`config.mk`:
```
export PLATFORM = sky130hd
export DESIGN_NAME = leaf_read_ctrl
export DESIGN_NICKNAME = d
export VERILOG_FILES = /design/src/rtl/lrc_pkg.sv /design/src/rtl/lrc_addr_map.sv /design/src/rtl/lrc_ecc_word.sv /design/src/rtl/lrc_line_buf.sv /design/src/rtl/leaf_read_ctrl.sv
export SDC_FILE = /design/constraint.sdc
export NUM_CORES = 1
export LEC_CHECK = 0
export BUFFER_PORTS_ARGS = -buffer_cell sky130_fd_sc_hd__buf_2
export CORE_ASPECT_RATIO = 0.8
export CORE_MARGIN = 8
export CORE_UTILIZATION = 40
export DETAILED_ROUTE_END_ITERATION = 10
export GPL_ROUTABILITY_DRIVEN = 0
export MAX_ROUTING_LAYER = met4
export PLACE_DENSITY = 0.67
export SETUP_SLACK_MARGIN = 0.4
export SLEW_MARGIN = 20
export SYNTH_ARGS = -nofsm -noshare
export SYNTH_HDL_FRONTEND = slang
export SYNTH_SLANG_ARGS = --single-unit
```
`constraint.sdc`:
```
create_clock -name clk -period 2.7 [get_ports clk]
set_input_delay 0.54 -clock clk [delete_from_list [all_inputs] [get_ports clk]]
set_output_delay 0.54 -clock clk [all_outputs]
set_load 0.01 [all_outputs]
```
`src/rtl/lrc_pkg.sv`:
```
package lrc_pkg;

  localparam int WORD_W   = 64;
  localparam int CHK_W    = 8;
  localparam int SYN_W    = 7;
  localparam int CODE_LEN = 72;

  typedef enum logic [1:0] {
    ST_IDLE = 2'd0,
    ST_FILL = 2'd1,
    ST_SEND = 2'd2
  } lrc_state_e;

  typedef struct packed {
    logic [WORD_W-1:0] data;
    logic              ce;
    logic              ue;
  } ecc_res_t;

  // Hamming syndrome contribution of the data bits alone.
  function automatic logic [SYN_W-1:0] ham_syn(input logic [WORD_W-1:0] d);
    logic [SYN_W-1:0] s;
    int k;
    s = '0;
    k = 0;
    for (int p = 1; p < CODE_LEN; p++) begin
      if ((p & (p - 1)) != 0) begin
        if (d[k]) s = s ^ SYN_W'(p);
        k = k + 1;
      end
    end
    return s;
  endfunction

  // Check and repair one word.
  function automatic ecc_res_t ecc_fix(input logic [WORD_W-1:0] d,
                                       input logic [CHK_W-1:0]  c);
    ecc_res_t         r;
    logic [SYN_W-1:0] syn;
    logic             par;
    int               k;
    syn    = ham_syn(d) ^ c[SYN_W-1:0];
    par    = (^d) ^ (^c);
    r.data = d;
    r.ce   = 1'b0;
    r.ue   = 1'b0;
    if (par) begin
      if (int'(syn) < CODE_LEN) begin
        r.ce = 1'b1;
        k = 0;
        for (int p = 1; p < CODE_LEN; p++) begin
          if ((p & (p - 1)) != 0) begin
            if (p == int'(syn)) r.data[k] = ~d[k];
            k = k + 1;
          end
        end
      end else begin
        r.ue = 1'b1;
      end
    end else if (syn != '0) begin
      r.ue = 1'b1;
    end
    return r;
  endfunction

endpackage

```
`src/rtl/lrc_addr_map.sv`:
```
module lrc_addr_map #(
  parameter int LINE_AW = 20,
  parameter int NBANK   = 4,
  localparam int BANK_W = $clog2(NBANK),
  localparam int ROW_W  = LINE_AW - BANK_W
) (
  input  logic [LINE_AW-1:0] line,
  input  logic               interleave,
  input  logic               leaf_id,
  input  logic [NBANK-1:0]   disable_mask,
  output logic               mine,
  output logic [BANK_W-1:0]  bank,
  output logic [ROW_W-1:0]   row,
  output logic               blocked
);

  always_comb begin
    if (interleave) begin
      mine = (line[0] == leaf_id);
      bank = line[BANK_W:1];
      row  = {1'b0, line[LINE_AW-1:BANK_W+1]};
    end else begin
      mine = 1'b1;
      bank = line[BANK_W-1:0];
      row  = line[LINE_AW-1:BANK_W];
    end
    blocked = disable_mask[bank];
  end

endmodule

```
`src/rtl/lrc_ecc_word.sv`:
```
module lrc_ecc_word
  import lrc_pkg::*;
(
  input  logic [WORD_W-1:0] raw_data,
  input  logic [CHK_W-1:0]  raw_chk,
  output logic [WORD_W-1:0] fix_data,
  output logic              ce,
  output logic              ue
);

  ecc_res_t res;

  always_comb begin
    res      = ecc_fix(raw_data, raw_chk);
    fix_data = res.data;
    ce       = res.ce;
    ue       = res.ue;
  end

endmodule

```
`src/rtl/lrc_line_buf.sv`:
```
module lrc_line_buf #(
  parameter int MEM_W     = 256,
  parameter int BUS_W     = 128,
  parameter int MEM_BEATS = 2,
  localparam int MB_W      = (MEM_BEATS > 1) ? $clog2(MEM_BEATS) : 1,
  localparam int BUS_BEATS = MEM_BEATS * MEM_W / BUS_W,
  localparam int BB_W      = (BUS_BEATS > 1) ? $clog2(BUS_BEATS) : 1
) (
  input  logic             clk,
  input  logic             wr_en,
  input  logic [MB_W-1:0]  wr_idx,
  input  logic [MEM_W-1:0] wr_data,
  input  logic [BB_W-1:0]  rd_idx,
  output logic [BUS_W-1:0] rd_data
);

  logic [MEM_BEATS*MEM_W-1:0] flat;

  for (genvar b = 0; b < MEM_BEATS; b++) begin : g_slot
    logic [MEM_W-1:0] slot_q;
    logic             slot_en;

    assign slot_en = wr_en && (wr_idx == MB_W'(b));

    always_ff @(posedge clk) begin
      if (slot_en) slot_q <= wr_data;
    end

    assign flat[b*MEM_W +: MEM_W] = slot_q;
  end

  assign rd_data = flat[rd_idx*BUS_W +: BUS_W];

endmodule

```
`src/rtl/leaf_read_ctrl.sv`:
```
module leaf_read_ctrl
  import lrc_pkg::*;
#(
  parameter int LINE_AW   = 20,
  parameter int NBANK     = 4,
  parameter int MEM_W     = 256,
  parameter int BUS_W     = 128,
  parameter int MEM_BEATS = 2,
  localparam int BANK_W    = $clog2(NBANK),
  localparam int ROW_W     = LINE_AW - BANK_W,
  localparam int WPB       = MEM_W / WORD_W,
  localparam int CHK_TOT   = WPB * CHK_W,
  localparam int MB_W      = (MEM_BEATS > 1) ? $clog2(MEM_BEATS) : 1,
  localparam int BUS_BEATS = MEM_BEATS * MEM_W / BUS_W,
  localparam int BB_W      = (BUS_BEATS > 1) ? $clog2(BUS_BEATS) : 1
) (
  input  logic               clk,
  input  logic               rst_n,
  input  logic               cfg_interleave,
  input  logic               cfg_leaf_id,
  input  logic [NBANK-1:0]   bank_disable,
  input  logic               req_valid,
  input  logic [LINE_AW-1:0] req_line,
  output logic               req_ready,
  output logic               mem_req,
  output logic [BANK_W-1:0]  mem_bank,
  output logic [ROW_W-1:0]   mem_row,
  input  logic               mem_rvalid,
  input  logic [MEM_W-1:0]   mem_rdata,
  input  logic [CHK_TOT-1:0] mem_rcheck,
  output logic               bus_valid,
  output logic [BUS_W-1:0]   bus_data,
  output logic               bus_err,
  output logic               ce_flag
);

  // Reset: asserted asynchronously, released after two clock edges
  logic [1:0] rst_sync_q;
  logic       rst_int_n;

  always_ff @(posedge clk or negedge rst_n) begin
    if (!rst_n) rst_sync_q <= '0;
    else        rst_sync_q <= {rst_sync_q[0], 1'b1};
  end
  assign rst_int_n = rst_sync_q[1];

  // Address decode
  logic              am_mine;
  logic              am_blocked;
  logic [BANK_W-1:0] am_bank;
  logic [ROW_W-1:0]  am_row;

  lrc_addr_map #(.LINE_AW(LINE_AW), .NBANK(NBANK)) u_map (
    .line         (req_line),
    .interleave   (cfg_interleave),
    .leaf_id      (cfg_leaf_id),
    .disable_mask (bank_disable),
    .mine         (am_mine),
    .bank         (am_bank),
    .row          (am_row),
    .blocked      (am_blocked)
  );

  // Per-word correction of the incoming beat
  logic [MEM_W-1:0] fixed_beat;
  logic [WPB-1:0]   ce_vec;
  logic [WPB-1:0]   ue_vec;

  for (genvar w = 0; w < WPB; w++) begin : g_ecc
    lrc_ecc_word u_ecc (
      .raw_data (mem_rdata[w*WORD_W +: WORD_W]),
      .raw_chk  (mem_rcheck[w*CHK_W +: CHK_W]),
      .fix_data (fixed_beat[w*WORD_W +: WORD_W]),
      .ce       (ce_vec[w]),
      .ue       (ue_vec[w])
    );
  end

  // State
  lrc_state_e        state_q, state_d;
  logic [MB_W-1:0]   mbeat_q, mbeat_d;
  logic [BB_W-1:0]   bbeat_q, bbeat_d;
  logic              zero_q, zero_d;
  logic              ue_q, ue_d;
  logic              ce_q, ce_d;
  logic              mreq_q, mreq_d;
  logic [BANK_W-1:0] bank_q, bank_d;
  logic [ROW_W-1:0]  row_q, row_d;
  logic              buf_we;
  logic [BUS_W-1:0]  buf_rd;

  always_comb begin
    state_d = state_q;
    mbeat_d = mbeat_q;
    bbeat_d = bbeat_q;
    zero_d  = zero_q;
    ue_d    = ue_q;
    ce_d    = ce_q;
    mreq_d  = 1'b0;
    bank_d  = bank_q;
    row_d   = row_q;
    buf_we  = 1'b0;
    unique case (state_q)
      ST_IDLE: begin
        if (req_valid && am_mine) begin
          bank_d  = am_bank;
          row_d   = am_row;
          mbeat_d = '0;
          bbeat_d = '0;
          zero_d  = am_blocked;
          ue_d    = am_blocked;
          if (am_blocked) begin
            state_d = ST_SEND;
          end else begin
            state_d = ST_FILL;
            mreq_d  = 1'b1;
          end
        end
      end
      ST_FILL: begin
        if (mem_rvalid) begin
          buf_we = 1'b1;
          ue_d   = ue_q | (|ue_vec);
          ce_d   = ce_q | (|ce_vec);
          if (mbeat_q == MB_W'(MEM_BEATS - 1)) begin
            state_d = ST_SEND;
            bbeat_d = '0;
          end else begin
            mbeat_d = mbeat_q + 1'b1;
          end
        end
      end
      ST_SEND: begin
        if (bbeat_q == BB_W'(BUS_BEATS - 1)) begin
          state_d = ST_IDLE;
        end else begin
          bbeat_d = bbeat_q + 1'b1;
        end
      end
      default: state_d = ST_IDLE;
    endcase
  end

  always_ff @(posedge clk or negedge rst_int_n) begin
    if (!rst_int_n) begin
      state_q <= ST_IDLE;
      mbeat_q <= '0;
      bbeat_q <= '0;
      zero_q  <= 1'b0;
      ue_q    <= 1'b0;
      ce_q    <= 1'b0;
      mreq_q  <= 1'b0;
      bank_q  <= '0;
      row_q   <= '0;
    end else begin
      state_q <= state_d;
      mbeat_q <= mbeat_d;
      bbeat_q <= bbeat_d;
      zero_q  <= zero_d;
      ue_q    <= ue_d;
      ce_q    <= ce_d;
      mreq_q  <= mreq_d;
      bank_q  <= bank_d;
      row_q   <= row_d;
    end
  end

  lrc_line_buf #(.MEM_W(MEM_W), .BUS_W(BUS_W), .MEM_BEATS(MEM_BEATS)) u_buf (
    .clk     (clk),
    .wr_en   (buf_we),
    .wr_idx  (mbeat_q),
    .wr_data (fixed_beat),
    .rd_idx  (bbeat_q),
    .rd_data (buf_rd)
  );

  assign req_ready = (state_q == ST_IDLE);
  assign mem_req   = mreq_q;
  assign mem_bank  = bank_q;
  assign mem_row   = row_q;
  assign bus_valid = (state_q == ST_SEND);
  assign bus_data  = (bus_valid && !zero_q) ? buf_rd : '0;
  assign bus_err   = bus_valid && ue_q;
  assign ce_flag   = ce_q;

endmodule

```
==> flow_summary.rst <==
.. list-table::
   :header-rows: 1

   * - Metric
     - Value
   * - Count of flip-flops with a built-in enable after synthesis
     - just over 500
   * - Delay contributed by the slowest stage of the critical path
     - roughly 0.55 ns
   * - TritonCTS buffer count
     - between 50 and 60
   * - Buffers & Inverters on Critical Path
     - 5
   * - All-layer global routing usage
     - 27.5%
   * - Post-synthesis instance area
     - between 30000 and 40000 um^2
   * - Highest-count cells in the layout ignoring fill and taps
     - 645 x buf_4, 512 x edfxtp_1, 406 x buf_2
   * - Antenna violations before repair
     - 15
   * - Number of distinct standard cells referenced by the synthesized netlist
     - 65
   * - Most common cell on crit path
     - buf_4
   * - Boundary pin count
     - between 400 and 500
   * - TritonCTS clock tree
     - yes
   * - Routed wire length per instance
     - about 29 um
   * - Synthesis-to-layout area growth
     - 62.4%
   * - Die Outline Area
     - 85900 um^2
   * - Count of final setup violators
     - 579
   * - Total count of hold-check failures in the final report
     - 0
   * - # port buffers
     - 470
   * - Total Wirelength
     - between 100000 and 150000 um
   * - RSZ-0062 raised after global routing
     - true
   * - Number of vias per cell after detailed routing
     - 5.54
   * - Post-layout nets
     - ~3800
   * - Kind of cell adding the most delay to the critical path
     - XOR/XNOR gates
   * - Leftover overflow at the end of global routing
     - 0
   * - Core outline area
     - approximately 77000 um^2
   * - Part of the Yosys area used for sequential elements
     - 52.6%
   * - Maximum root-to-sink buffer count
     - 3
   * - Maximum ir drop on the vdd rail
     - ~1.0 mV
   * - FF+latch count, synth
     - 543
   * - Type of element capturing the critical path
     - flop
   * - Total vias in the final route
     - about 25000
   * - Data required, critical path
     - 3.08 ns
   * - Clock sink count
     - 543
   * - HPWL after detailed placement
     - between 90000 and 100000 um
   * - Path type of the worst setup path
     - input port to flop
   * - Avg Synthesized Cell Area
     - roughly 14 um^2
   * - Share of the clock period used by the worst path
     - 116%
   * - Hold Slack
     - about 0.21 ns
   * - Leading cell type in the layout, fill and taps excluded
     - buf_4
   * - Count of max-cap constraint violations
     - 0
   * - Min Clock Period, post-route
     - around 3.1 ns
   * - Number of pins with negative max-slew slack in the final report
     - 0
   * - Clk root buf
     - clkbuf_16
   * - Standby leakage power
     - 20.3 nW
   * - DR pass1 iterations
     - 5
   * - Cell chain of the critical path
     - buf_2 -> buf_4 -> xnor2_4 -> xnor2_2 -> xnor2_1 -> xnor3_2 -> xnor2_4 -> buf_4 -> nor2b_4 -> nand2b_1 -> buf_4 -> nor2_4 -> xor2_2 -> buf_4
   * - Initial standard-cell utilization of the core
     - 40.1%
   * - Register clock-pin slew on the reported worst setup and hold paths
     - 0.06 ns
   * - Wire length of the first global-routing pass
     - approximately 170000 um
   * - Peak clock frequency supported by timing
     - ~320 MHz
   * - Peak fanout along the critical path
     - 5
   * - Violated checks
     - negative setup slack
   * - Final critical-path setup slack
     - -0.439 ns
   * - Worst Skew
     - about 0.014 ns
   * - H-tree depth
     - 2
   * - Power density of the placed cells
     - between 1000 and 1500 nW/um^2
   * - Slew of the pin with the lowest slew margin
     - around 0.64 ns
   * - Outcome
     - finished with violations
   * - Relative slew slack
     - ~57%
   * - Post-route cell area
     - 49900 um^2
   * - Hold Path Class
     - input port to flop
   * - Post-route ant nets
     - 0
   * - Pin count of the biggest net entering global routing
     - 85
   * - Share of synthesized flip-flops with an asynchronous set or reset
     - 5.71%
   * - Latest clock arrival within the worst-skew pair
     - 0.64 ns
   * - Arrival time of data at the critical path endpoint
     - approximately 3.5 ns
   * - Y dimension of the die
     - between 200 and 300 um
   * - Flip-flop cell with the highest count after synthesis
     - edfxtp_1
   * - First-iteration detailed-routing DRC count
     - about 3000
   * - CP startpoint kind
     - input port
   * - Post-DP Area
     - around 40000 um^2
   * - Yosys Warn Count
     - 0
   * - Post-synthesis cell count
     - ~2200
   * - DRC viols
     - 0
   * - Via count of the first global-routing pass
     - roughly 25000
   * - Number of rows in the core area
     - a little over 90
   * - Mapped Nets
     - ~2500
   * - Die width
     - roughly 330 um
   * - Cell with the largest stage delay on the worst path
     - xnor3_2
   * - Fraction of layout instances using a drive strength above 1
     - between 60% and 70%
## worst reg2reg max path, cell delays in order, from the launching register on
cell,delay (ns)
dfrtp_1,0.36
buf_4,0.17
nor2b_4,0.21
and3_4,0.41
buf_12,0.27
buf_12,0.33
## cell families after synthesis
family	after synthesis	share of synthesized area, %
other	1	0.0122
DFF	543	52.6
muxes	149	10.1
AOI/OAI and AO/OA	47	0.921
and+or+nand+nor	585	9.52
xor gates and xnor gates	759	25.8
buffers and inverters	70	0.962
adders and majority gates	1	0.0407
## final timing paths
check | cells past startpoint | from | to | slack [ns]
min in group asynchronous | 2 | rst_n | rst_sync_q[0] | 0.24
hold reg to reg | 0 | rst_sync_q[1] | mem_row[16] | 0.27
setup reg to reg | 5 | state_q[0] | u_buf.g_slot[1].slot_q[208] | 0.60
setup / recovery | 14 | mem_rdata[209] | u_buf.g_slot[1].slot_q[206] | -0.44
hold / removal | 3 | req_line[19] | mem_row[17] | 0.21
max in group asynchronous | 1 | rst_sync_q[1] | mem_row[11] | 1.76
## state kept, by name, indices dropped and copies added, names as in the netlist
name / flops
mem_req: 1
ue_q: 1
mem_bank: 2
ce_flag: 1
rst_sync_q: 2
u_buf.g_slot.slot_q: 512
mem_row: 18
bbeat_q: 2
state_q: 2
mbeat_q: 1
zero_q: 1
## power by group
part           internal, mW  switching [mW]
Combinational          21.8            24.4
Sequential             10.6           0.374
Clock                  4.26            3.44
## final cells by class
cell class	count	area, um^2
multi-input combinational	1544	19700
clock buffer	68	1490
inverter	4	18.8
timing repair buffer	1335	10900
fill	5032	26700
antenna	14	35.0
sequential	543	16200
clock inverter	35	310
tap	1023	1280
## per-layer routing
| layer | track usage, % | part of all wire (%) | vias up |
|---|---|---|---|
| met2 | 40.8 | 45 | 1809 |
| met3 | 5.77 | 11 | 521 |
| li1 | - | - | 10200 |
| met5 | - | 0 | - |
| met4 | 8.49 | 6.1 | 0 |
| met1 | 38.2 | 38 | 12700 |
## synth_stat cells (24+ instances only)
master	instances	area, um^2
nor2b_1	146	913
xor2_1	240	2100
o21ai_0	26	130
dfrtp_1	31	776
clkbuf_1	43	161
xnor3_1	83	1870
edfxtp_1	512	15400
xnor2_1	424	3710
nand2_1	145	544
nor2_1	180	676
nand2b_1	24	150
mux4_2	129	2910
## metrics by stage
step	setup WS (ns)	setup TNS [ns]	std cells	power [mW]	util (%)
floorplan	-2.24	-1077.60	2155	25.8	-
global placement	-0.963	-362.77	4275	37.6	52.9
detailed placement	-1.06	-400.32	4275	38.1	52.9
CTS	-0.328	-46.99	4464	53.0	59.2
global route	-0.390	-131.49	4563	66.4	65.2
finish	-0.439	-114.07	4566	64.8	65.2
## timing repair
| action | 4_1_cts | 5_1_grt |
|---|---|---|
| hold buffers | 1 | 0 |
| gates cloned | 13 | 9 |
| resized for setup | 426 | 702 |
| setup endpoints to repair | 642 | 642 |
| pin swaps | 124 | 240 |
| buffers inserted | 72 | 79 |
| hold endpoints to repair | 2 | 0 |
(Power assumes the default switching activity.)
